$ cat src/rtl/lwb_pkg.sv
package lwb_pkg;

    typedef enum logic [1:0] {
        CMD_NOP   = 2'b00,
        CMD_READ  = 2'b01,
        CMD_WRITE = 2'b10,
        CMD_CONT  = 2'b11
    } cmd_e;

    typedef enum logic [1:0] {
        ST_IDLE  = 2'd0,
        ST_READ  = 2'd1,
        ST_WRITE = 2'd2
    } state_e;

    // low two address bits of burst beat k
    function automatic logic [1:0] burst_low(input logic [1:0] start,
                                             input logic [1:0] k,
                                             input logic       xo);
        return xo ? (start ^ k) : (start + k);
    endfunction

endpackage

$ cat src/rtl/lwb_seq.sv
module lwb_seq
    import lwb_pkg::*;
#(
    parameter int AW = 6
) (
    input  logic          clk,
    input  logic          rst_n,
    input  logic [1:0]    cmd_i,
    input  logic          ddr_i,
    input  logic          xo_i,
    input  logic [AW-1:0] addr_i,
    output logic          op_rd_o,
    output logic          op_wr_o,
    output logic          op_ddr_o,
    output logic [AW-1:0] op_a0_o,
    output logic [AW-1:0] op_a1_o,
    output logic          perr_o
);
    state_e        state_q, state_d;
    logic [AW-1:0] base_q;
    logic [1:0]    off_q;
    logic          ddr_q, xo_q, last_rd_q, perr_q;
    logic          load, cont;
    logic [AW-1:0] op_base;
    logic [1:0]    op_off;
    logic          op_xo;
    cmd_e          c;

    assign c = cmd_e'(cmd_i);

    // next state
    always_comb begin
        state_d = state_q;
        load    = 1'b0;
        cont    = 1'b0;
        unique case (c)
            CMD_NOP:   state_d = ST_IDLE;
            CMD_READ:  begin state_d = ST_READ;  load = 1'b1; end
            CMD_WRITE: begin state_d = ST_WRITE; load = 1'b1; end
            CMD_CONT:  cont = (state_q != ST_IDLE);
        endcase
    end

    // outputs
    always_comb begin
        op_base  = load ? addr_i : base_q;
        op_off   = load ? 2'd0 : off_q + (ddr_q ? 2'd2 : 2'd1);
        op_ddr_o = load ? ddr_i : ddr_q;
        op_xo    = load ? xo_i : xo_q;
        op_rd_o  = (load && c == CMD_READ)  || (cont && state_q == ST_READ);
        op_wr_o  = (load && c == CMD_WRITE) || (cont && state_q == ST_WRITE);
        op_a0_o  = {op_base[AW-1:2], burst_low(op_base[1:0], op_off, op_xo)};
        op_a1_o  = {op_base[AW-1:2], burst_low(op_base[1:0], op_off + 2'd1, op_xo)};
    end

    // state register
    always_ff @(posedge clk) begin
        if (!rst_n) begin
            state_q   <= ST_IDLE;
            base_q    <= '0;
            off_q     <= '0;
            ddr_q     <= 1'b0;
            xo_q      <= 1'b0;
            last_rd_q <= 1'b0;
            perr_q    <= 1'b0;
        end else begin
            state_q   <= state_d;
            if (load || cont) begin
                base_q <= op_base;
                off_q  <= op_off;
                ddr_q  <= op_ddr_o;
                xo_q   <= op_xo;
            end
            last_rd_q <= op_rd_o;
            perr_q    <= op_wr_o && last_rd_q;
        end
    end

    assign perr_o = perr_q;

endmodule

$ cat src/rtl/lwb_pend.sv
module lwb_pend #(
    parameter int AW = 6,
    parameter int DW = 16
) (
    input  logic            clk,
    input  logic            rst_n,
    input  logic            op_wr_i,
    input  logic            op_ddr_i,
    input  logic [AW-1:0]   op_a0_i,
    input  logic [AW-1:0]   op_a1_i,
    input  logic [2*DW-1:0] wdata_i,
    output logic            cm_en_o,
    output logic            cm_ddr_o,
    output logic [AW-1:0]   cm_a0_o,
    output logic [AW-1:0]   cm_a1_o,
    output logic [DW-1:0]   cm_d0_o,
    output logic [DW-1:0]   cm_d1_o,
    input  logic [AW-1:0]   lk_a0_i,
    input  logic [AW-1:0]   lk_a1_i,
    output logic [1:0]      hit_o,
    output logic [2*DW-1:0] hdata_o
);
    localparam int NB = 2;

    logic          stg_v, stg_ddr;
    logic [AW-1:0] stg_a0, stg_a1;
    logic          pnd_v, pnd_ddr;
    logic [AW-1:0] pnd_a0, pnd_a1;
    logic [DW-1:0] pnd_d0, pnd_d1;

    always_ff @(posedge clk) begin
        if (!rst_n) begin
            stg_v   <= 1'b0;
            stg_ddr <= 1'b0;
            stg_a0  <= '0;
            stg_a1  <= '0;
            pnd_v   <= 1'b0;
            pnd_ddr <= 1'b0;
            pnd_a0  <= '0;
            pnd_a1  <= '0;
            pnd_d0  <= '0;
            pnd_d1  <= '0;
        end else begin
            stg_v <= op_wr_i;
            if (op_wr_i) begin
                stg_ddr <= op_ddr_i;
                stg_a0  <= op_a0_i;
                stg_a1  <= op_a1_i;
            end
            if (stg_v) begin
                pnd_v   <= 1'b1;
                pnd_ddr <= stg_ddr;
                pnd_a0  <= stg_a0;
                pnd_a1  <= stg_a1;
                pnd_d0  <= wdata_i[DW-1:0];
                pnd_d1  <= wdata_i[2*DW-1:DW];
            end
        end
    end

    // old pending contents go to the array when new data lands
    assign cm_en_o  = stg_v && pnd_v;
    assign cm_ddr_o = pnd_ddr;
    assign cm_a0_o  = pnd_a0;
    assign cm_a1_o  = pnd_a1;
    assign cm_d0_o  = pnd_d0;
    assign cm_d1_o  = pnd_d1;

    for (genvar b = 0; b < NB; b++) begin : g_cmp
        logic [AW-1:0] la;
        logic          m0, m1;
        assign la = (b == 0) ? lk_a0_i : lk_a1_i;
        assign m0 = pnd_v && (la == pnd_a0);
        assign m1 = pnd_v && pnd_ddr && (la == pnd_a1);
        assign hit_o[b] = m0 || m1;
        assign hdata_o[b*DW +: DW] = m0 ? pnd_d0 : pnd_d1;
    end

endmodule

$ cat src/rtl/lwb_array.sv
module lwb_array #(
    parameter int AW = 6,
    parameter int DW = 16
) (
    input  logic          clk,
    input  logic          rst_n,
    input  logic          we0_i,
    input  logic          we1_i,
    input  logic [AW-1:0] wa0_i,
    input  logic [AW-1:0] wa1_i,
    input  logic [DW-1:0] wd0_i,
    input  logic [DW-1:0] wd1_i,
    input  logic [AW-1:0] ra0_i,
    input  logic [AW-1:0] ra1_i,
    output logic [DW-1:0] rd0_o,
    output logic [DW-1:0] rd1_o
);
    localparam int DEPTH = 1 << AW;

    logic [DW-1:0] mem [DEPTH];

    always_ff @(posedge clk) begin
        if (!rst_n) begin
            for (int i = 0; i < DEPTH; i++) mem[i] <= '0;
        end else begin
            if (we0_i) mem[wa0_i] <= wd0_i;
            if (we1_i) mem[wa1_i] <= wd1_i;
        end
    end

    assign rd0_o = mem[ra0_i];
    assign rd1_o = mem[ra1_i];

endmodule

$ cat src/rtl/late_write_buffer.sv
module late_write_buffer #(
    parameter int AW = 6,
    parameter int DW = 16
) (
    input  logic            clk,
    input  logic            rst_n,
    input  logic [1:0]      cmd,
    input  logic            ddr,
    input  logic            order_xor,
    input  logic [AW-1:0]   addr,
    input  logic [2*DW-1:0] wdata,
    output logic [2*DW-1:0] rdata,
    output logic            rvalid,
    output logic            proto_err
);
    localparam int NB = 2;

    logic          op_rd, op_wr, op_ddr;
    logic [AW-1:0] op_a0, op_a1;
    logic          cm_en, cm_ddr;
    logic [AW-1:0] cm_a0, cm_a1;
    logic [DW-1:0] cm_d0, cm_d1;
    logic          rq_v, rq_ddr;
    logic [AW-1:0] rq_a0, rq_a1;
    logic [1:0]    hit;
    logic [2*DW-1:0] hdata, adata, beat;

    lwb_seq #(.AW(AW)) u_seq (
        .clk(clk), .rst_n(rst_n), .cmd_i(cmd), .ddr_i(ddr), .xo_i(order_xor),
        .addr_i(addr), .op_rd_o(op_rd), .op_wr_o(op_wr), .op_ddr_o(op_ddr),
        .op_a0_o(op_a0), .op_a1_o(op_a1), .perr_o(proto_err)
    );

    lwb_pend #(.AW(AW), .DW(DW)) u_pend (
        .clk(clk), .rst_n(rst_n), .op_wr_i(op_wr), .op_ddr_i(op_ddr),
        .op_a0_i(op_a0), .op_a1_i(op_a1), .wdata_i(wdata),
        .cm_en_o(cm_en), .cm_ddr_o(cm_ddr), .cm_a0_o(cm_a0), .cm_a1_o(cm_a1),
        .cm_d0_o(cm_d0), .cm_d1_o(cm_d1), .lk_a0_i(rq_a0), .lk_a1_i(rq_a1),
        .hit_o(hit), .hdata_o(hdata)
    );

    lwb_array #(.AW(AW), .DW(DW)) u_arr (
        .clk(clk), .rst_n(rst_n), .we0_i(cm_en), .we1_i(cm_en && cm_ddr),
        .wa0_i(cm_a0), .wa1_i(cm_a1), .wd0_i(cm_d0), .wd1_i(cm_d1),
        .ra0_i(rq_a0), .ra1_i(rq_a1),
        .rd0_o(adata[DW-1:0]), .rd1_o(adata[2*DW-1:DW])
    );

    for (genvar b = 0; b < NB; b++) begin : g_sel
        assign beat[b*DW +: DW] = hit[b] ? hdata[b*DW +: DW] : adata[b*DW +: DW];
    end

    always_ff @(posedge clk) begin
        if (!rst_n) begin
            rq_v   <= 1'b0;
            rq_ddr <= 1'b0;
            rq_a0  <= '0;
            rq_a1  <= '0;
            rvalid <= 1'b0;
            rdata  <= '0;
        end else begin
            rq_v <= op_rd;
            if (op_rd) begin
                rq_ddr <= op_ddr;
                rq_a0  <= op_a0;
                rq_a1  <= op_a1;
            end
            rvalid <= rq_v;
            if (rq_v) rdata <= {rq_ddr ? beat[2*DW-1:DW] : {DW{1'b0}}, beat[DW-1:0]};
        end
    end

endmodule

$ cat config.mk
export PLATFORM = sky130hd
export DESIGN_NAME = late_write_buffer
export DESIGN_NICKNAME = d
export VERILOG_FILES = /design/src/rtl/lwb_pkg.sv /design/src/rtl/lwb_seq.sv /design/src/rtl/lwb_pend.sv /design/src/rtl/lwb_array.sv /design/src/rtl/late_write_buffer.sv
export SDC_FILE = /design/constraint.sdc
export NUM_CORES = 2
export LEC_CHECK = 0
export ABC_AREA = 1
export BUFFER_PORTS_ARGS = -buffer_cell sky130_fd_sc_hd__buf_2
export CAP_MARGIN = 40
export CORE_ASPECT_RATIO = 0.6
export CORE_UTILIZATION = 35
export CTS_BUF_LIST = sky130_fd_sc_hd__clkbuf_16
export DETAILED_ROUTE_END_ITERATION = 10
export PLACE_DENSITY = 0.49
export SETUP_SLACK_MARGIN = 0.5
export SLEW_MARGIN = 10
export SYNTH_ARGS = -nofsm -noshare
export SYNTH_HDL_FRONTEND = slang
export SYNTH_SLANG_ARGS = --single-unit
$ cat constraint.sdc
create_clock -name clk -period 3.9 [get_ports clk]
set_input_delay 0.39 -clock clk [delete_from_list [all_inputs] [get_ports clk]]
set_output_delay 0.39 -clock clk [all_outputs]
set_load 0.02 [all_outputs]
### Word-level counts from Yosys, hierarchy flattened

Memory sizes are Yosys's and may differ from the RTL's. A register that Yosys moved wholly into a read port is not among the register bits.
Cells that the tools add are included.

| cells by class | value |
|---|---|
| add/subtract/negate cells | 4 |
| multipliers | 0 |
| div/mod/pow operators | 0 |
| magnitude comparators | 0 |
| eq/ne operators | 9 |
| shifts and indexed selects | 0 |
| muxes and demuxes | 32 |
| bitwise logic cells | 2 |
| reduce and logical (&&, ||, !) cells | 23 |

Operators by type and width:

| kind | number |
|---|---|
| 16-bit 2-to-1 mux | 7 |
| 6-bit 2-to-1 mux | 7 |
| 16-bit OR reduction | 2 |
| 6-bit == test | 4 |
| 1-bit 2-to-1 mux | 13 |
| 1-bit logical AND | 12 |
| 2-bit 2-to-1 mux | 4 |
| 2-bit adder | 3 |
| 2-bit == test, second input constant | 3 |
| 2-bit one-hot mux with 3 select lines | 1 |
| 1-bit logical OR | 5 |
| 2-bit by 1-bit == test with 1-bit output, second input constant | 2 |
| 2-bit XOR | 2 |
| 3-bit nonzero test | 1 |
| 2-bit by 1-bit adder with 2-bit output, second input constant | 1 |
| 2-bit logical NOT | 1 |
| 2-bit nonzero test | 1 |
| 2-bit OR reduction | 1 |

| word-level totals | value |
|---|---|
| register bits after elaboration | 120 |
| bits in latches | 0 |
| bits in writable memories | 1024 |
| bits in read-only memories | 0 |
| input port bits | 44 |
| output and inout bits | 34 |
| logic and storage cells | 93 |
| memories | 1 |

Memories:

| memory | words | bits a word | rd ports | clocked after Yosys merged registers in | wr ports | line | source |
|---|---|---|---|---|---|---|---|
| u_arr.mem | 64 | 16 | 2 | 2 | 64 | lwb_array.sv:20 | `logic [DW-1:0] mem [DEPTH];` |

### Depth between registers and ports, before layout

| depth | value |
|---|---|
| depth after elaboration | 9 |
| depth in mapped cells | 15 |
| depth with buffers taken out | 13 |

### By module

A second synthesis with hierarchy kept.

| unflattened totals | value |
|---|---|
| cells, all modules | 8374 |
| area total of the unflattened synthesis | 66807.8 sq um |

By module, submodules not included:

| module | instances | cells an instance | area an instance (sq um) | seq. area each (sq um) |
|---|---|---|---|---|
| lwb_array | 1 | 7506 | 60833.3 | 30749.5 |
| lwb_pend | 1 | 453 | 2946.6 | 1201.2 |
| late_write_buffer | 1 | 293 | 2149.6 | 940.9 |
| lwb_seq | 1 | 122 | 878.3 | 280.3 |

### Worst setup path after synthesis

Ideal clock, no wire load.

| path | value |
|---|---|
| path kind | input to register |
| from | in rst_n |
| to | mem u_arr.mem[14][0] (enable) |
| library setup time | 0.394 ns |
| arrival | 2.129 ns |
| data required time | 3.506 ns |
| setup slack | 1.377 ns |
| cell stages on the path | 9 |
| path buffers | 1 |
| cells stage by stage | inv_2 -> nor3_2 -> inv_2 -> nor2_4 -> inv_2 -> nor2_2 -> inv_2 -> buf_6 -> o211ai_1 |

RTL lines:

| what | line | source |
|---|---|---|
| from (decl) | late_write_buffer.sv:6 | `input logic rst_n,` |
| to (decl) | lwb_array.sv:20 |  |

==> run summary <==
Status: complete, but fails checks
Failing checks: DRC
Peak supply drop: 0.0004196 V
Routed length per placed instance: 32.38 um
Num CTS Buffers: 119
CTS clk-pin slew, worst paths: 0.07 ns
FMAX: 286.4 MHz
Final #Nets: 8,692
Max-capacitance violation count: 0
Ys async rst share: 0%
H-Tree Depth: 3
Vias per cell: 6.408
Footprint of the multi-input gates: 30,920 um^2
Gpl congestion: 1.041
TritonRoute pass-1 iters: 11
Vias: 72,780
Ys flop type: edfxtp_1
Crit-path max FO: 99
Pleak: 27.47 nW
FILL cells: 19,420
Sink Count: 1,140
Unrepaired setup endpoints after global routing: false
Setup crit end kind: register
Place WS: 0.5309 ns
Post-synthesis instance total: 8,892
Fin crit period: 3.492 ns
Avg Cell Area, Syn: 7.689 um^2
Vias in the first global route: 63,370
Most frequent cells in the layout: nand2_1 (2,187), nand3_1 (1,866), o21ai_0 (1,245), edfxtp_1 (1,024), o22ai_1 (498)
Skew-Pair Late Insertion Delay: 0.82 ns
Post-Synthesis Cell Area: 68,370 um^2
Residual DRC: 6
HPWL Detailed: 244.5 mm
YS warnings: 0
Slew Limit Fails: 0
IO buf count: 77
HP Class: in -> reg
Final setup TNS: 0 ns
First-pass GRT wire length: 505.9 mm
Register bit total from synthesis: 1,140
# IOs: 78
Largest net degree at the start of global routing: 107
FP Rows: 125
Max Root-Sink Buffers: 3
GRT overflow: 0
Gr usage total: 36.07%
Critical Path Start Type: register
Initial Util: 35.28%
Die span in y: 344.4 um
Die footprint: 197,200 um^2
Antenna-violating nets left: 0
Required @ worst endpoint: 4.61 ns
Post-CTS Setup Inserts: 0
Area growth syn-to-layout: 12.77%
WP data arrival: 4.20 ns
Sequential area share after synthesis: 48.37%
Fin util: 39.79%
Clk_skew: 0.05779 ns
Crit share post-route: 89.54%
Syn nets: 8,943
Die Wd: 572.6 um
Commonest non-fill, non-tap cell in the layout: nand2_1
Final setup fails: 0
CTS root buf: clkbuf_16
Total wire length: 367.7 mm
CTS tree: yes
P per Cell Area: 430.8 nW/um^2
Tot Pwr: 33.22 mW
Initial antenna violation count: 30
Distinct cells, synth: 39
Number of DRC markers in iteration 0: 13,350
Core Region: 193,800 um^2
Layout cells sized above 1: 9.538%
Final Hold Viols: 0
CP Class: reg -> reg
Reg area: 33,160 um^2
Number of enable flip-flop cells after synthesis: 1,024
Worst Tran Pin Value: 1.119 ns
Worst setup margin: 0.4081 ns
Max-slew headroom: 25.39%
path summary, 6_finish.rpt:
check	from	end	slack, ns	cells after the start
worst max-delay path	register	rdata[27]	0.41	13
worst min-delay path	cmd[1]	u_seq.state_q[0]	0.05	3
worst max register to register	register	rdata[27]	0.41	13
worst min register to register	rdata[19]	rdata[19]	0.47	2
state kept, by name (all words and copies together) (netlist names), named ones only:
signal / flops
u_pend.cm_d0_o: 16
u_pend.stg_v: 1
rdata: 32
u_seq.off_q: 2
rq_a1: 2
u_seq.perr_o: 1
u_seq.xo_q: 1
u_pend.cm_a1_o: 6
u_seq.last_rd_q: 1
u_pend.stg_a1: 6
u_pend.cm_a0_o: 2
rvalid: 1
rq_ddr: 1
u_pend.cm_ddr_o: 1
u_pend.stg_ddr: 1
u_seq.state_q: 2
rq_a0: 6
u_seq.base_q: 6
u_seq.ddr_q: 1
u_pend.cm_d1_o: 16
u_pend.pnd_v: 1
u_pend.stg_a0: 2
u_arr.mem: 1024
kinds of logic after synthesis:
family                   count (synthesis)  synth area share (%)
AND/OR/NAND/NOR                       4610                 29.16
AO/OA/AOI/OAI                         2008                 15.78
flip-flops                            1140                 48.37
buffers and inverters                 1116                 6.409
adder cells (fa/ha/maj)                  7                0.1281
XOR/XNOR                                 6               0.07687
multiplexers                             5               0.07320
final cells by class:
class / count / share of cell area (%)
clock inverters: 101 / 1.004
repair buffers: 579 / 6.738
inverters: 165 / 0.9023
diodes: 10 / 0.03246
clock buffers: 123 / 3.992
multi-input cells: 6636 / 40.11
flip-flops and latches: 1140 / 43.00
well taps: 2603 / 4.224
worst max-delay path, cell delays in order, from the launching register on:
cell and delay, ns:
dfxtp_4 0.61, buf_12 0.38, nand2_1 0.10, nand3_1 0.12, nand3_1 0.12, nand2_1 0.09, nand2_1 0.09, nand3_1 0.50
nand2_1 0.33, nand2_1 0.14, nand3_1 0.18, nand2_1 0.29, nand2_1 0.10, a21oi_1 0.13
synth_stat cells, types with 4 or more instances:
library cell	number	area share [%]
clkbuf_1	682	3.7
nor2_4	19	0.31
inv_1	139	0.76
o21ai_1	61	0.45
nand2_1	2187	12
nand3_1	1866	14
o22ai_1	498	4.6
inv_2	23	0.13
o211ai_1	40	0.44
nor3_1	6	0.044
mux2i_1	5	0.073
ha_1	7	0.13
a21oi_1	156	1.1
nor2_2	22	0.20
buf_2	129	0.94
nor2_1	488	2.7
edfxtp_1	1024	45
buf_1	132	0.72
o21bai_1	4	0.044
nor3_2	6	0.088
o21ai_0	1245	9.1
buf_4	6	0.066
dfxtp_1	116	3.4
nand3b_1	4	0.044
per-stage QoR:
stage	instance area (um^2)	std cells	hold WS (ns)
global placement	72410	11060	0.4565
CTS	77010	11350	0.01074
global route	77080	11350	0.07078
detailed placement	72760	11080	0.4544
finish	77100	11360	0.05051
floorplan	68370	8892	0.4422
power by group:
group | internal [mW] | switching [mW]
Clock | 6.36 | 5.55
Sequential | 13.7 | 0.545
Combinational | 1.64 | 5.42
Total | 21.7 | 11.5
what timing repair did:
action / 4_1_cts / 5_1_grt
gates resized for setup: 0 / 5
endpoints found under the hold margin: 45 / 0
hold buffers: 40 / 0
setup endpoints to repair: 0 / 5
routing by layer:
metal	track usage, %	share of wire, %
met1	50.98	41
met2	46.66	37
met3	17.82	18
met4	12.04	3.9
met5	0.7597	0.12
(Power assumes the default switching activity.)
